==> config.mk <==
export PLATFORM = sky130hd
export DESIGN_NAME = baud_tick_gen
export DESIGN_NICKNAME = d
export VERILOG_FILES = /design/src/rtl/baud_gen_pkg.sv /design/src/rtl/baud_div_latch.sv /design/src/rtl/baud_src_mux.sv /design/src/rtl/baud_down_counter.sv /design/src/rtl/baud_tick_gen.sv
export SDC_FILE = /design/constraint.sdc
export NUM_CORES = 1
export LEC_CHECK = 0
export BUFFER_PORTS_ARGS = -buffer_cell sky130_fd_sc_hd__buf_2
export CELL_PAD_IN_SITES_DETAIL_PLACEMENT = 1
export CELL_PAD_IN_SITES_GLOBAL_PLACEMENT = 2
export CORE_AREA = 3 3 95 97
export CTS_CLUSTER_DIAMETER = 60
export DETAILED_ROUTE_END_ITERATION = 8
export DIE_AREA = 0 0 98 100
export MAX_ROUTING_LAYER = met4
export PLACE_DENSITY_LB_ADDON = 0.2
export SLEW_MARGIN = 20
export SYNTH_ARGS = -nofsm -noshare
export SYNTH_HDL_FRONTEND = slang
export SYNTH_SLANG_ARGS = --single-unit
==> constraint.sdc <==
create_clock -name clk -period 2.09 [get_ports clk]
set_input_delay 0.209 -clock clk [delete_from_list [all_inputs] [get_ports clk]]
set_output_delay 0.209 -clock clk [all_outputs]
set_load 0.01 [all_outputs]
==> src/rtl/baud_gen_pkg.sv <==
package baud_gen_pkg;
  localparam int unsigned DIV_W  = 16;
  localparam int unsigned BYTE_W = 8;
  localparam int unsigned OFF_W  = 3;
  localparam int unsigned CNT_W  = DIV_W - 1;
  localparam int unsigned LANES  = DIV_W / BYTE_W;

  typedef logic [DIV_W-1:0] div_t;
  typedef logic [CNT_W-1:0] cnt_t;

  typedef enum logic [1:0] {
    SRC_SLOW = 2'd0,
    SRC_FAST = 2'd1,
    SRC_EXT  = 2'd2
  } src_e;

  function automatic cnt_t div_count(input div_t d);
    return d[CNT_W-1:0];
  endfunction

  function automatic logic div_fast(input div_t d);
    return d[DIV_W-1];
  endfunction

  function automatic cnt_t reload_of(input div_t d);
    cnt_t c;
    c = div_count(d);
    return (c == '0) ? '0 : cnt_t'(c - 1'b1);
  endfunction

  function automatic src_e pick_src(input logic ext, input div_t d);
    if (ext) return SRC_EXT;
    return div_fast(d) ? SRC_FAST : SRC_SLOW;
  endfunction
endpackage

==> src/rtl/baud_div_latch.sv <==
module baud_div_latch
  import baud_gen_pkg::*;
(
  input  logic             clk,
  input  logic             rst_n,
  input  logic             reg_we,
  input  logic [OFF_W-1:0] reg_off,
  input  logic [BYTE_W-1:0] reg_wdata,
  input  logic             dl_access,
  output div_t             div_q,
  output div_t             div_d,
  output logic             wr_hit
);
  logic [LANES-1:0] lane_hit;

  for (genvar g = 0; g < LANES; g++) begin : g_lane
    always_comb begin
      lane_hit[g] = reg_we && dl_access && (reg_off == OFF_W'(g));
      div_d[g*BYTE_W +: BYTE_W] = lane_hit[g] ? reg_wdata : div_q[g*BYTE_W +: BYTE_W];
    end
  end

  assign wr_hit = |lane_hit;

  always_ff @(posedge clk or negedge rst_n) begin
    if (!rst_n) div_q <= '0;
    else        div_q <= div_d;
  end

  AST_LATCH_HOLD: assert property (@(posedge clk) disable iff (!rst_n)
    !wr_hit |=> $stable(div_q));
endmodule

==> src/rtl/baud_src_mux.sv <==
module baud_src_mux
  import baud_gen_pkg::*;
(
  input  logic ext_clk_sel,
  input  div_t div_q,
  input  logic slow_ref_stb,
  input  logic fast_ref_stb,
  input  logic ext_clk_stb,
  output logic src_stb
);
  src_e sel;

  always_comb begin
    sel = pick_src(ext_clk_sel, div_q);
    unique case (sel)
      SRC_EXT:  src_stb = ext_clk_stb;
      SRC_FAST: src_stb = fast_ref_stb;
      default:  src_stb = slow_ref_stb;
    endcase
  end
endmodule

==> src/rtl/baud_down_counter.sv <==
module baud_down_counter
  import baud_gen_pkg::*;
(
  input  logic clk,
  input  logic rst_n,
  input  logic active_en,
  input  logic restart,
  input  div_t div_q,
  input  div_t div_d,
  input  logic src_stb,
  output logic tick,
  output cnt_t cnt
);
  cnt_t count_now;
  logic period_end;

  assign count_now  = div_count(div_q);
  assign period_end = src_stb && (count_now != '0) && (cnt == '0);

  always_ff @(posedge clk or negedge rst_n) begin
    if (!rst_n) begin
      cnt  <= '0;
      tick <= 1'b0;
    end else begin
      tick <= 1'b0;
      if (restart || !active_en) begin
        cnt <= reload_of(div_d);
      end else if (src_stb && count_now != '0) begin
        if (period_end) begin
          tick <= 1'b1;
          cnt  <= reload_of(div_q);
        end else begin
          cnt <= cnt - 1'b1;
        end
      end
    end
  end

  AST_CNT_BOUND: assert property (@(posedge clk) disable iff (!rst_n)
    (count_now != '0) |-> (cnt < count_now));
  AST_TICK_FROM_STB: assert property (@(posedge clk) disable iff (!rst_n)
    tick |-> $past(src_stb));
  AST_NO_TICK_ZERO: assert property (@(posedge clk) disable iff (!rst_n)
    (count_now == '0) |=> !tick);
  AST_WRITE_WINS: assert property (@(posedge clk) disable iff (!rst_n)
    restart |=> !tick);
  AST_GATED_OFF: assert property (@(posedge clk) disable iff (!rst_n)
    !active_en |=> !tick);
endmodule

==> src/rtl/baud_tick_gen.sv <==
module baud_tick_gen
  import baud_gen_pkg::*;
(
  input  logic              clk,
  input  logic              rst_n,
  input  logic              active_en,
  input  logic              ext_clk_sel,
  input  logic              dl_access,
  input  logic              reg_we,
  input  logic [OFF_W-1:0]  reg_off,
  input  logic [BYTE_W-1:0] reg_wdata,
  input  logic              slow_ref_stb,
  input  logic              fast_ref_stb,
  input  logic              ext_clk_stb,
  output logic              tick16,
  output logic [DIV_W-1:0]  div_rd
);
  div_t div_q;
  div_t div_d;
  logic wr_hit;
  logic src_stb;
  cnt_t cnt;

  baud_div_latch u_latch (
    .clk(clk), .rst_n(rst_n), .reg_we(reg_we), .reg_off(reg_off),
    .reg_wdata(reg_wdata), .dl_access(dl_access),
    .div_q(div_q), .div_d(div_d), .wr_hit(wr_hit)
  );

  baud_src_mux u_mux (
    .ext_clk_sel(ext_clk_sel), .div_q(div_q), .slow_ref_stb(slow_ref_stb),
    .fast_ref_stb(fast_ref_stb), .ext_clk_stb(ext_clk_stb), .src_stb(src_stb)
  );

  baud_down_counter u_cnt (
    .clk(clk), .rst_n(rst_n), .active_en(active_en), .restart(wr_hit),
    .div_q(div_q), .div_d(div_d), .src_stb(src_stb), .tick(tick16), .cnt(cnt)
  );

  assign div_rd = div_q;

  AST_RESTART_RELOAD: assert property (@(posedge clk) disable iff (!rst_n)
    wr_hit |=> (cnt == reload_of(div_q)));
endmodule

==> impl_results.md <==
- Outcome: complete, but fails checks
- Violated checks: hold timing, setup timing
- Clock skew: around 8.1 ps
- Non-Filler Instances: roughly 490
- Gr usage total: 20.1%
- Async set-reset flop share out of synthesis: between 90% and 100%
- Die area: slightly below 10000 sq um
- CP endpoint kind: flip-flop
- PD cells: approximately 950 nW/um^2
- Final wirelength: about 9700 um
- RSZ-0062 raised after global routing: true
- Die Wd: 98 um
- Fin crit share: 101%
- Layout cells sized above 1: about two fifths
- Clk Latency, worst-skew pair: 290 ps
- DR iter-0 viols: 91
- Vias: between 2000 and 3000
- Critical-path cell list: or4_4 > nor4b_4 > buf_4 > buf_12 > buf_8 > a32oi_1 > o221ai_1 > o31ai_1
- Largest net degree at the start of global routing: 33
- Slowest cell on crit path: or4_4
- Routed len/inst: 20.0 um
- Core Box Area: ~8200 sq um
- Row Count: 33
- Fin worst setup slack: -18.4 ps
- Total gr overflow: 0
- CP peak stage delay: roughly 570 ps
- Final-report setup violation count: 2
- CP max FO: 7
- Fmax: approximately 470 MHz
- Area Growth Syn to Fin: 38.6%
- Cells after Synth: slightly below 300
- Delay-heaviest family, CP: simple AND/OR/NAND/NOR gates
- Die H: 100 um
- Placed Area: around 3200 sq um
- Fin. max-slew vios: 0
- Crit path DAT: 2280 ps
- Synth Register Bits: 32
- Drt drc: 0
- Min Tclk post-route: 2110 ps
- Busiest grt layer: met2
- GPL Wtd Cong: approximately 0.86
- Dpl hpwl: between 7000 and 8000 um
- Hold Fails Final Rpt: 4
- Initial antenna violation count: 0
- Global routing usage on met1: a little over a quarter
- Vias in the first global route: between 2000 and 3000
- Cell count after placement: around 470
- Total Nets Final: a little over 400
- First-pass GRT wire length: 15000 um
- Critical Path RT: around 2300 ps
- Clock Sinks: 32
- H-Tree Depth: 2
- Proportion of synthesized chip area in sequential cells: between 30% and 40%
- Leakage: 0.00150 uW
- Drt first pass iters: 4
- Min-Delay Path Class: in2async
- Max Cap Viol: 0
- Worst relative slew slack: 46.5%
- Clock root buffer: clkbuf_8
- CTS max path bufs: 2
- Initial Util: between 30% and 40%
- Vias per cell: around 5.4
- Syn Nets: 322
- Post-layout instance area: approximately 3500 sq um
- Num CTS Buffers: 5
- M3 GR Usage: 2.29%
- Total Power: roughly 3300 uW
- Worst Setup Start Kind: flip-flop
- Hold Worst Slack: -5.95 ps
- Syn_area_per_cell: about 8.5 sq um
- Setup TNS: -18.6 ps
- Synth Warn #: 0
- IO Pins: 37
- Worst-Margin Slew: ~800 ps
- CTS tree: built
- Port Buffers: 36
- Main flop type after synthesis: dfrtp_1
- Antenna-violating nets left: 0
- Netlist cell types: 58
- Hold_buf cts: 0
- Peak VDD IR: between 300 and 400 uV
- Kind of critical path: reg2reg
- Worst-path clk slew: approximately 80 ps
- Post-synth EDFFs: 0
- Buf/Inv on CP: 3
- Mapped Area: about 2500 sq um
- Antenna diodes: 0
- Met2 Use GR: roughly 33%
==> registers in the layout (all words and copies together), names as in the netlist, named ones only <==
register,cells
u_latch.div_q,15
u_cnt.cnt,15
u_cnt.tick,1
==> timing repair <==
action                                  CTS  global route
endpoints found under the setup margin    4            15
pin swaps                                 2            13
gates cloned                              0             2
gates resized for setup                   1            25
setup buffers                             1             5
==> area by class of cell <==
| type | instances | area [sq um] |
|---|---|---|
| inverter | 9 | 33.8 |
| clock inverter | 2 | 10.0 |
| sequential | 32 | 802 |
| timing repair buffer | 92 | 679 |
| multi-input combinational | 239 | 1780 |
| fill | 1002 | 4700 |
| clock buffer | 6 | 82.6 |
| tap | 105 | 131 |
==> metal layers <==
metal / up-vias / part of all wire (%)
li1: 1270 / -
met2: 47 / 49
met3: 9 / 2.1
met4: 0 / 0.84
met1: 1311 / 48
met5: - / 0
==> Yosys cell counts (all sizes together) (3+ instances only) <==
cell / number / area (sq um)
a211oi: 3 / 22.5
a21oi: 14 / 70.1
a22oi: 7 / 52.6
a32oi: 4 / 35.0
and2: 3 / 20.0
and3: 3 / 18.8
buf: 10 / 68.8
clkbuf: 7 / 26.3
dfrtp: 32 / 801
ha: 5 / 62.6
inv: 9 / 33.8
mux2: 8 / 90.1
mux2i: 5 / 50.1
nand2: 35 / 131
nand3: 7 / 35.0
nand3b: 3 / 22.5
nand4: 6 / 37.5
nor2: 28 / 105
nor3: 10 / 50.1
nor4: 8 / 68.8
nor4b: 3 / 41.3
o211ai: 4 / 30.0
o21ai: 14 / 73.8
o22ai: 12 / 93.8
o31ai: 4 / 30.0
or4: 4 / 37.5
xnor2: 8 / 70.1
xor2: 14 / 123
==> power breakdown <==
group / internal (uW) / leakage [uW] / switching, uW
registers: 785 / 0.000400 / 192
clock network: 263 / 0.0000510 / 251
logic: 853 / 0.00105 / 997
==> cell usage in the layout, fill, tap and decap left out, types with 3 or more instances in the layout <==
master / count
a21oi_1: 11
a21oi_2: 3
a22oi_1: 6
a32oi_1: 3
buf_12: 4
buf_2: 36
buf_4: 49
clkbuf_8: 6
dfrtp_1: 31
ha_1: 4
inv_1: 8
mux2_2: 8
mux2i_1: 4
nand2_1: 34
nand3_1: 7
nand3b_1: 3
nand4_1: 6
nor2_1: 25
nor3_1: 9
nor4_1: 4
nor4_4: 3
o211ai_1: 4
o21ai_0: 7
o21ai_1: 5
o22ai_1: 8
o22ai_2: 4
o31ai_1: 3
xnor2_1: 8
xor2_1: 13
==> cells by family (layout without fill, tap and decap cells) <==
family	after synthesis	count (layout)	synth area share, %
AO/OA/AOI/OAI	77	77	21.6
AND/OR/NAND/NOR	122	122	26.2
buffers and inverters	26	109	5.08
multiplexers	13	13	5.53
flip-flops	32	32	31.6
XOR/XNOR	22	22	7.60
adder cells (fa/ha/maj)	5	5	2.47
==> path summary, 6_finish.rpt <==
| path | slack [ps] | depth (start not counted) | to | from |
|---|---|---|---|---|
| min in group clk | 200 | 3 | flip-flop | reg_wdata[5] |
| min reg2reg | 550 | 1 | u_latch.div_q[15] | u_latch.div_q[15] |
| max | -20 | 8 | u_cnt.cnt[8] | u_cnt.cnt[11] |
| max in group asynchronous | 1520 | 1 | u_latch.div_q[7] | rst_n |
| max reg2reg | -20 | 8 | u_cnt.cnt[8] | u_cnt.cnt[11] |
| min | -6 | 1 | u_latch.div_q[15] | rst_n |
==> stage by stage <==
stage	setup WS, ps	util, %
3_5_place_dp	-156	39.1
5_1_grt	-106	42.8
3_3_place_gp	-92.8	39.1
4_1_cts	13.6	40.6
6_report	-18.4	42.8
2_1_floorplan	-24.9	-
Note: power is estimated with default switching activity, not from simulation.
